`src/rtl/rtc_flag_pkg.sv`:
```
package rtc_flag_pkg;
  typedef struct packed {
    logic msSel;
    logic pfSel;
    logic msWrite;
    logic pfWrite;
    logic pfRead;
    logic anyRead;
  } ctrlStrobes_t;
endpackage

```
`src/rtl/rtc_flag_ctrl.sv`:
```
module rtc_flag_ctrl
  import rtc_flag_pkg::*;
#(
  parameter int ADDR_W  = 5,
  parameter int PF_ADDR = 3
) (
  input  logic [ADDR_W-1:0] addr,
  input  logic              rdStrobe,
  input  logic              wrStrobe,
  input  logic              blockSel,
  input  logic              pageSel,
  output ctrlStrobes_t      stb
);
  localparam logic [ADDR_W-1:0] MS_A = '0;
  localparam logic [ADDR_W-1:0] PF_A = ADDR_W'(PF_ADDR);

  logic msHit, pfHit;

  // main status ignores bank and page; periodic flags only in block 0 of the register page
  assign msHit = (addr == MS_A);
  assign pfHit = (addr == PF_A) && !blockSel && !pageSel;

  always_comb begin
    stb.msSel   = msHit;
    stb.pfSel   = pfHit;
    stb.msWrite = wrStrobe && msHit;
    stb.pfWrite = wrStrobe && pfHit;
    stb.pfRead  = rdStrobe && pfHit;
    stb.anyRead = rdStrobe;
  end
endmodule

```
`src/rtl/rtc_flag_dp.sv`:
```
module rtc_flag_dp
  import rtc_flag_pkg::*;
#(
  parameter int ROLL_N = 6
) (
  input  logic              clk,
  input  logic              rstN,
  input  ctrlStrobes_t      stb,
  input  logic [7:0]        wrData,
  input  logic              intPinLvl,
  input  logic              mfoPinLvl,
  input  logic              mfoIsIntr,
  input  logic              pfailEvt,
  input  logic              powerGood,
  input  logic              tmrEvt,
  input  logic              almEvt,
  input  logic [ROLL_N-1:0] rollEvt,
  input  logic              oscFailEvt,
  input  logic              oscRunning,
  input  logic              clkStartWr,
  output logic [7:0]        rdData,
  output logic              blockSel,
  output logic              pageSel,
  output logic              singleSupply,
  output logic              testRegEn
);
  localparam int PAD_W = 6 - ROLL_N;

  logic              msPfail, msTmr, msAlm;
  logic [1:0]        msSpare;
  logic [ROLL_N-1:0] pfFlags;
  logic              oscFail;
  logic [7:0]        msByte, pfByte, rdNext;
  logic              pendLvl;

  assign pendLvl = intPinLvl | (mfoPinLvl & mfoIsIntr);
  assign msByte  = {pageSel, blockSel, msSpare, msAlm, msTmr, msPfail, pendLvl};

  generate
    if (PAD_W > 0) begin : g_pad
      assign pfByte = {testRegEn, oscFail, {PAD_W{1'b0}}, pfFlags};
    end else begin : g_full
      assign pfByte = {testRegEn, oscFail, pfFlags};
    end
  endgenerate

  always_comb begin
    if (stb.msSel)      rdNext = msByte;
    else if (stb.pfSel) rdNext = pfByte;
    else                rdNext = 8'h00;
  end

  always_ff @(posedge clk or negedge rstN) begin
    if (!rstN) begin
      msPfail      <= 1'b0;
      msTmr        <= 1'b0;
      msAlm        <= 1'b0;
      msSpare      <= 2'b00;
      blockSel     <= 1'b0;
      pageSel      <= 1'b0;
      pfFlags      <= '0;
      oscFail      <= 1'b1;
      singleSupply <= 1'b1;
      testRegEn    <= 1'b0;
      rdData       <= 8'h00;
    end else begin
      // set wins over every clear
      msPfail <= pfailEvt | (msPfail & !powerGood);
      msTmr   <= tmrEvt | (msTmr & !(stb.msWrite & wrData[2]));
      msAlm   <= almEvt | (msAlm & !(stb.msWrite & wrData[3]));
      if (stb.msWrite) begin
        msSpare  <= wrData[5:4];
        blockSel <= wrData[6];
        pageSel  <= wrData[7];
      end
      pfFlags <= rollEvt | (pfFlags & {ROLL_N{!stb.pfRead}});
      oscFail <= oscFailEvt | (oscFail & !(clkStartWr & oscRunning));
      if (oscFailEvt)       singleSupply <= 1'b1;
      else if (stb.pfWrite) singleSupply <= wrData[6];
      if (stb.pfWrite)      testRegEn <= wrData[7];
      if (stb.anyRead)      rdData <= rdNext;
    end
  end

  // a timer event colliding with a write-one clear leaves the bit set
  assert_tmr_set_wins_R7: assert property (@(posedge clk) disable iff (!rstN)
    tmrEvt |=> msTmr);

  // every rollover pulse is captured, read or not
  assert_roll_captured_R6: assert property (@(posedge clk) disable iff (!rstN)
    (|rollEvt) |=> ((pfFlags & $past(rollEvt)) == $past(rollEvt)));

  // a read with no new pulse leaves all rollover flags clear
  assert_roll_read_clears_R6: assert property (@(posedge clk) disable iff (!rstN)
    (stb.pfRead && !(|rollEvt)) |=> (pfFlags == '0));

  // the power-fail bit survives until power is reported good
  assert_pfail_holds_R5: assert property (@(posedge clk) disable iff (!rstN)
    (msPfail && !powerGood) |=> msPfail);

  // an oscillator fail sets the flag and the supply mode
  assert_oscfail_forces_R8: assert property (@(posedge clk) disable iff (!rstN)
    oscFailEvt |=> (oscFail && singleSupply));

  // the flag cannot drop without a start command on a running oscillator
  assert_oscfail_clear_R8: assert property (@(posedge clk) disable iff (!rstN)
    (oscFail && !(clkStartWr && oscRunning)) |=> oscFail);

  // select bits change only through a write to address 0
  assert_sel_stable_R2: assert property (@(posedge clk) disable iff (!rstN)
    !stb.msWrite |=> ($stable(blockSel) && $stable(pageSel)));

  // read data holds when no read is made
  assert_rd_hold_R10: assert property (@(posedge clk) disable iff (!rstN)
    !stb.anyRead |=> $stable(rdData));
endmodule

```
`src/rtl/rtc_flag_regs.sv`:
```
module rtc_flag_regs
  import rtc_flag_pkg::*;
#(
  parameter int ADDR_W  = 5,
  parameter int PF_ADDR = 3
) (
  input  logic              clk,
  input  logic              rstN,
  input  logic [ADDR_W-1:0] addr,
  input  logic [7:0]        wrData,
  input  logic              rdStrobe,
  input  logic              wrStrobe,
  output logic [7:0]        rdData,
  input  logic              intPinLvl,
  input  logic              mfoPinLvl,
  input  logic              mfoIsIntr,
  input  logic              pfailEvt,
  input  logic              powerGood,
  input  logic              tmrEvt,
  input  logic              almEvt,
  input  logic [5:0]        rollEvt,
  input  logic              oscFailEvt,
  input  logic              oscRunning,
  input  logic              clkStartWr,
  output logic              blockSel,
  output logic              pageSel,
  output logic              singleSupply,
  output logic              testRegEn
);
  ctrlStrobes_t stb;

  rtc_flag_ctrl #(.ADDR_W(ADDR_W), .PF_ADDR(PF_ADDR)) u_ctrl (
    .addr(addr), .rdStrobe(rdStrobe), .wrStrobe(wrStrobe),
    .blockSel(blockSel), .pageSel(pageSel), .stb(stb)
  );

  rtc_flag_dp #(.ROLL_N(6)) u_dp (
    .clk(clk), .rstN(rstN), .stb(stb), .wrData(wrData),
    .intPinLvl(intPinLvl), .mfoPinLvl(mfoPinLvl), .mfoIsIntr(mfoIsIntr),
    .pfailEvt(pfailEvt), .powerGood(powerGood), .tmrEvt(tmrEvt), .almEvt(almEvt),
    .rollEvt(rollEvt), .oscFailEvt(oscFailEvt), .oscRunning(oscRunning),
    .clkStartWr(clkStartWr), .rdData(rdData), .blockSel(blockSel),
    .pageSel(pageSel), .singleSupply(singleSupply), .testRegEn(testRegEn)
  );
endmodule

```
`config.mk`:
```
export PLATFORM = sky130hd
export DESIGN_NAME = rtc_flag_regs
export DESIGN_NICKNAME = d
export VERILOG_FILES = /design/src/rtl/rtc_flag_pkg.sv /design/src/rtl/rtc_flag_ctrl.sv /design/src/rtl/rtc_flag_dp.sv /design/src/rtl/rtc_flag_regs.sv
export SDC_FILE = /design/constraint.sdc
export NUM_CORES = 1
export LEC_CHECK = 0
export BUFFER_PORTS_ARGS = -buffer_cell sky130_fd_sc_hd__buf_2
export CORE_MARGIN = 2
export CORE_UTILIZATION = 40
export DETAILED_ROUTE_END_ITERATION = 7
export GPL_ROUTABILITY_DRIVEN = 0
export PLACE_DENSITY = 0.78
export SLEW_MARGIN = 5
export SYNTH_ARGS = -nofsm -noshare
export SYNTH_HDL_FRONTEND = slang
export SYNTH_SLANG_ARGS = --single-unit
```
`constraint.sdc`:
```
create_clock -name clk -period 3.6 [get_ports clk]
set_clock_uncertainty 0.05 [all_clocks]
set_input_delay 0.72 -clock clk [delete_from_list [all_inputs] [get_ports clk]]
set_output_delay 0.72 -clock clk [all_outputs]
set_load 0.03 [all_outputs]
```
==> summary.md, run 1 <==
| Metric | Value |
|---|---|
| Yosys warnings | `0` |
| RR Endpoint | `u_dp.pfFlags[1]` |
| Least-Margin Pin Slew | `0.513 ns` |
| M3 GR Usage | `2.73%` |
| Pre-CTS WS | `1.72 ns` |
| Row count | `18` |
| Reg area | `603 µm²` |
| Final #Nets | `150` |
| Buf+Inv Stages, Crit Path | `1` |
| Worst path cell trace | `buf_2` |
| Flop2flop setup slack | `2.20 ns` |
| Setup WS post-layout | `1.77 ns` |
| Buffers on Ports | `between 40 and 50` |
| Multi-input logic area | `383 µm²` |
| Filler instances | `220` |
| Cts hold-fix bufs | `0` |
| Crit path launch type | `flop` |
| Slowest stage delay, CP | `0.55 ns` |
| Slew Limit Fails | `0` |
| Tmin final | `roughly 1.8 ns` |
| Setup tns final | `0 ns` |
| CP Capture Type | `primary output` |
| Die area | `between 2000 and 3000 µm²` |
| Most frequent cells in the layout | `42 x buf_2, 22 x dfrtp_1, 11 x a21o_1, 8 x and2b_1, 8 x a221o_1` |
| First-pass GRT wire length | `~3.4 mm` |
| Flops & latches, synth | `24` |
| Non-filler instance count after layout | `between 100 and 150` |
| Tcrit/Tclk final | `50.9%` |
| Share of layout cells above drive strength 1 | `roughly 49%` |
| DRC errors left | `0` |
| Inst Count DP | `142` |
| Mean Syn Cell Area | `13.9 µm²` |
| DR vias | `783` |
| WHS | `0.301 ns` |
| Run status | `finished clean` |
| CTS tree | `done` |
| Initial antenna violation count | `0` |
| Met1 Use GR | `17.8%` |
| Hold Crit Class | `primary input to asynchronous set/reset pin` |
| Root buffer cell | `clkbuf_4` |
| Crit path kind | `flop to primary output` |
| Hpwl dp | `about 1.7 mm` |
| RSZ-0062 raised after global routing | `false` |
| Area growth syn-to-layout | `27.4%` |
| Iter 0 DRT Violations | `12` |
| Die height | `54.3 µm` |
| Clk slew on worst S/H paths | `0.13 ns` |
| Drt pass-1 iters | `4` |
| CP arrival | `1.06 ns` |
| Later-pin clock latency in the skew report | `0.32 ns` |
| Post-CTS Repair Setup Buffers | `0` |
| Core area | `2430 µm²` |
| Count of final setup violators | `0` |
| Rel. slew slack | `65.8%` |
| Met2 capacity usage during global routing | `30.3%` |
| Post-Route WL | `2.18 mm` |
| Top Usage Layer GRT | `met2` |
| Dominant delay contributor by cell family on the critical path | `flip-flops` |
| Syn Nets | `106` |
| I/O Pins | `45` |
| Reg-to-reg critical path startpoint | `u_dp.pageSel` |
| Vias/cell | `5.36` |
| GRT Total Usage | `about 17%` |
| WL/cell | `14.9 µm` |
| Power Density | `~440 nW/µm²` |
| Synth cell types | `20` |
| Starting Density | `41.6%` |
| Leakage Power | `0.655 nW` |
| Max cap viols | `0` |
| Crit-path slowest cell | `dfstp_2` |
| Die Wd | `between 50 and 60 µm` |
| Clock Tree Buf Depth | `2` |
| Final hold violations | `0` |
| Overflow after GRT | `0` |
| Crit-path max FO | `2` |
| Max Freq | `546 MHz` |
| CTS H-Tree Depth | `1` |
| Vias in the first global route | `820` |
| Worst r2r path cells | `3` |
| WP data required | `about 2.8 ns` |
| Final ANT Viol Nets | `0` |
| Post-CTS resize count | `0` |
| Cells after synthesis | `between 70 and 80` |
| Clock sink total | `24` |
| Peak VDD IR | `258 µV` |
| Register area share after synthesis | `59.6%` |
| Most common cell after layout, fill and taps aside | `buf_2` |
| Largest net degree at the start of global routing | `25` |
| Syn Std Cell Area | `between 1000 and 1500 µm²` |
| Total CTS buffers | `3` |
| Ant. Diodes | `0` |
[per-stage QoR]
step	utilization [%]	instance area, µm²	power, mW
after floorplan	-	1010	0.345
after global placement	50.9	1240	0.381
after detailed placement	50.9	1240	0.385
after CTS	53.0	1290	0.580
after global routing	53.0	1290	0.600
final	53.0	1290	0.571
[cell families after synthesis]
family	after synthesis	synth area share, %
and+or+nand+nor	20	15.3
buffers and inverters	4	2.60
AOI/OAI and AO/OA	20	16.9
muxes	5	5.56
DFF	24	59.6
[sequential cells by signal (all words and copies together) (netlist names)]
signal and count:
u_dp.blockSel 1, u_dp.msTmr 1, u_dp.pageSel 1, u_dp.rdData 8, u_dp.msAlm 1, u_dp.pfFlags 6, u_dp.msSpare 2, u_dp.singleSupply 1
u_dp.oscFail 1, u_dp.testRegEn 1, u_dp.msPfail 1
[power by group]
| group | internal, mW | switching, mW | total, mW |
|---|---|---|---|
| logic | 0.0359 | 0.0447 | 0.0806 |
| clock network | 0.113 | 0.0800 | 0.193 |
| registers | 0.287 | 0.0114 | 0.298 |
[layer usage]
metal	share of wire (%)	vias up	routed length, µm
met3	5.5	4	120
met5	0	-	0
met1	42	388	908
met4	1.8	0	40
li1	-	360	-
met2	51	31	1110
[Yosys cell counts]
| library cell | number | area [µm²] |
|---|---|---|
| dfrtp_1 | 22 | 551 |
| a21o_1 | 11 | 82.6 |
| a221o_1 | 8 | 80.1 |
| and2b_1 | 8 | 60.1 |
| mux2_2 | 5 | 56.3 |
| nand3_1 | 3 | 15.0 |
| dfstp_2 | 2 | 52.6 |
| nand4_1 | 2 | 12.5 |
| a211o_1 | 1 | 8.76 |
| and3_1 | 1 | 6.26 |
| and3_4 | 1 | 11.3 |
| and4_2 | 1 | 10.0 |
| and4bb_4 | 1 | 16.3 |
| buf_4 | 1 | 7.51 |
| buf_6 | 1 | 11.3 |
| clkbuf_1 | 1 | 3.75 |
| inv_1 | 1 | 3.75 |
| nand2_1 | 1 | 3.75 |
| nor2_1 | 1 | 3.75 |
| nor3_4 | 1 | 16.3 |
[how the worst max path moves through the flow]
stage                       from               to  slack (ns)  cells past startpoint
3_5_place_dp             addr[4]  u_dp.msSpare[1]        1.72                      4
2_1_floorplan            addr[0]   u_dp.rdData[1]        1.91                      4
3_3_place_gp             addr[4]    u_dp.blockSel        1.73                      4
5_1_grt        u_dp.singleSupply     singleSupply        1.73                      1
6_report       u_dp.singleSupply     singleSupply        1.77                      1
4_1_cts        u_dp.singleSupply     singleSupply        1.75                      1
[area by class of cell]
type                       instances  area share (%)
clock buffer                       3            1.75
clock inverter                     1            2.33
inverter                           1           0.291
multi-input combinational         45            29.7
sequential                        24            46.8
tap                               30            2.91
timing repair buffer              42            16.3
No activity file was read; power rests on OpenSTA's default activity.
==> inputs of run 2 (changes only) <==
==> constraint.sdc (replaced) <==
create_clock -name clk -period 1.7 [get_ports clk]
set_clock_uncertainty 0.05 [all_clocks]
set_input_delay 0.34 -clock clk [delete_from_list [all_inputs] [get_ports clk]]
set_output_delay 0.34 -clock clk [all_outputs]
set_load 0.03 [all_outputs]
==> summary.md, run 2 (synthesis gave the netlist of run 1 again) <==
| Metric | Value |
|---|---|
| Run status | `finished clean (unchanged)` |
| WL/cell | `14.3 µm (was 14.9 µm)` |
| Final ANT Viol Nets | `0 (unchanged)` |
| DRC errors left | `0 (unchanged)` |
| Core area | `2430 µm² (unchanged)` |
| Max cap viols | `0 (unchanged)` |
| Hold path cells | `2` |
| Pwr Total | `1.10 mW (was 571 µW)` |
| Combinational share of power | `15.6% (was 14.1%)` |
| Worst r2r path cells | `3 (unchanged)` |
| Peak VDD IR | `443 µV (was 258 µV)` |
| Tcrit/Tclk final | `about 84%` |
| Vias in the first global route | `730 (was 820)` |
| Final Util | `52.8% (was 53.0%)` |
| GRT Total Usage | `15.1% (was 16.6%)` |
| Later-pin clock latency in the skew report | `0.30 ns (was 0.32 ns)` |
| Vias/cell | `5.08 (was 5.36)` |
| CTS H-Tree Depth | `1 (unchanged)` |
| Starting Density | `41.6% (unchanged)` |
| Buf+Inv Stages, Crit Path | `1 (unchanged)` |
| Worst path cell trace | `buf_2 (unchanged)` |
| Critical Path Stages | `1 (unchanged)` |
| Crit path kind | `flop to primary output (unchanged)` |
| Seq pwr share | `57.4% (was 52.2%)` |
| WHS | `0.149 ns (was 0.301 ns)` |
| Setup WS post-layout | `0.268 ns (was 1.77 ns)` |
| Max Freq | `698 MHz` |
| First-pass GRT wire length | `3.22 mm (was 3.42 mm)` |
| Largest net degree at the start of global routing | `25 (unchanged)` |
| Die height | `54.3 µm (unchanged)` |
| Switching pwr | `285 µW (was 136 µW)` |
| Post-CTS resize count | `0 (unchanged)` |
| Buffers on Ports | `42 (unchanged)` |
| Overflow after GRT | `0 (unchanged)` |
| I/O Pins | `45 (unchanged)` |
| Hpwl dp | `1.65 mm (was 1.70 mm)` |
| CP arrival | `1.04 ns (was 1.06 ns)` |
| Rel. slew slack | `65.6% (was 65.8%)` |
| Power Density | `857 nW/µm² (was 443 nW/µm²)` |
| Clock Tree Buf Depth | `2 (unchanged)` |
| P_int | `815 µW (was 435 µW)` |
| Die Wd | `54.3 µm (unchanged)` |
| Flop2flop setup slack | `0.31 ns (was 2.20 ns)` |
| CTS tree | `done (unchanged)` |
| Crit-path max FO | `2 (unchanged)` |
| RSZ-0062 raised after global routing | `false (unchanged)` |
| Crit path launch type | `flop (unchanged)` |
| Tmin final | `1.43 ns` |
| Ant. Diodes | `0 (unchanged)` |
| Final #Nets | `151 (was 150)` |
| Sw Share | `25.9% (was 23.8%)` |
| Post-Route WL | `2.10 mm (was 2.18 mm)` |
| WP data required | `1.31 ns (was 2.83 ns)` |
| Final hold violations | `0 (unchanged)` |
| Slew Limit Fails | `0 (unchanged)` |
| Crit-path slowest cell | `dfstp_2 (unchanged)` |
| Row count | `18 (unchanged)` |
| Dominant delay contributor by cell family on the critical path | `flip-flops (unchanged)` |
| Largest regs | `u_dp.rdData x8, u_dp.pfFlags x6, u_dp.msSpare x2 (unchanged)` |
| DR vias | `747 (was 783)` |
| Initial antenna violation count | `0 (unchanged)` |
| Drt pass-1 iters | `3 (was 4)` |
| Least-Margin Pin Slew | `0.516 ns (was 0.513 ns)` |
| Most frequent cells in the layout | `42 x buf_2, 22 x dfrtp_1, 11 x a21o_1, 8 x and2b_1, 8 x a221o_1 (unchanged)` |
| Slowest stage delay, CP | `0.55 ns (about the same)` |
| Root buffer cell | `clkbuf_4 (unchanged)` |
| Die area | `2950 µm² (unchanged)` |
| Largest Register | `u_dp.rdData (unchanged)` |
| Iter 0 DRT Violations | `10 (was 12)` |
| Hold Crit Class | `primary input to flop (was primary input to asynchronous set/reset pin)` |
| Leakage Power | `0.652 nW (was 0.655 nW)` |
| Count of final setup violators | `0 (unchanged)` |
| Pre-CTS WS | `0.200 ns (was 1.72 ns)` |
| Clock sink total | `24 (unchanged)` |
| Post-CTS Repair Setup Buffers | `0 (unchanged)` |
| Most common cell after layout, fill and taps aside | `buf_2 (unchanged)` |
| Number of flip-flops in the largest register | `8 (unchanged)` |
| Area growth syn-to-layout | `26.8% (was 27.4%)` |
| Setup tns final | `0 ns (unchanged)` |
| Clock power share | `27.0% (was 33.7%)` |
| Cts hold-fix bufs | `1 (was 0)` |
| Clk slew on worst S/H paths | `0.13 ns (about the same)` |
| CP Capture Type | `primary output (unchanged)` |
| Share of layout cells above drive strength 1 | `48.7% (was 49.1%)` |
| Total CTS buffers | `3 (unchanged)` |
-- run 2: cell types whose count changed in the layout (fill, tap and decap cells not counted) --
cell,delta
bufinv_16,-1
dlygate4sd3_1,+1
clkbuf_8,+1
-- run 2: stage by stage --
step | cell area (µm²) | instances
2_1_floorplan | 1010 | 73
3_3_place_gp | 1240 | 142
3_5_place_dp | 1240 | 142
4_1_cts | 1280 | 147
5_1_grt | 1280 | 147
6_report | 1280 | 147
-- run 2: per-layer routing --
layer  global-route usage [%]  up-vias  routed length [µm]
li1                         -      364                   -
met1                     18.6      357                 937
met2                     27.1       24                1030
met3                     2.46        2                 102
met4                     3.75        0                  21
met5                        0        -                   0
-- run 2: area by class of cell --
type                       count  area [µm²]
inverter                       1        3.75
tap                           30        37.5
multi-input combinational     45         383
fill                         208        1150
sequential                    24         603
timing repair buffer          43         220
clock buffer                   4        36.3
-- run 2: power by group through the flow --
stage / Combinational [mW] / Clock [mW] / Sequential [mW]
after global placement: 0.168 / 0 / 0.640
after global routing: 0.187 / 0.325 / 0.636
after floorplan: 0.0532 / 0 / 0.677
final: 0.172 / 0.297 / 0.631
after CTS: 0.174 / 0.301 / 0.631
after detailed placement: 0.172 / 0 / 0.643
-- run 2: worst paths after layout --
path                              startpoint           endpoint
max                        u_dp.singleSupply       singleSupply
min                               rollEvt[4]    u_dp.pfFlags[4]
max reg2reg                     u_dp.pageSel    u_dp.pfFlags[2]
min reg2reg                  u_dp.pfFlags[5]    u_dp.pfFlags[5]
max in group asynchronous               rstN  u_dp.singleSupply
min in group asynchronous               rstN     u_dp.rdData[4]
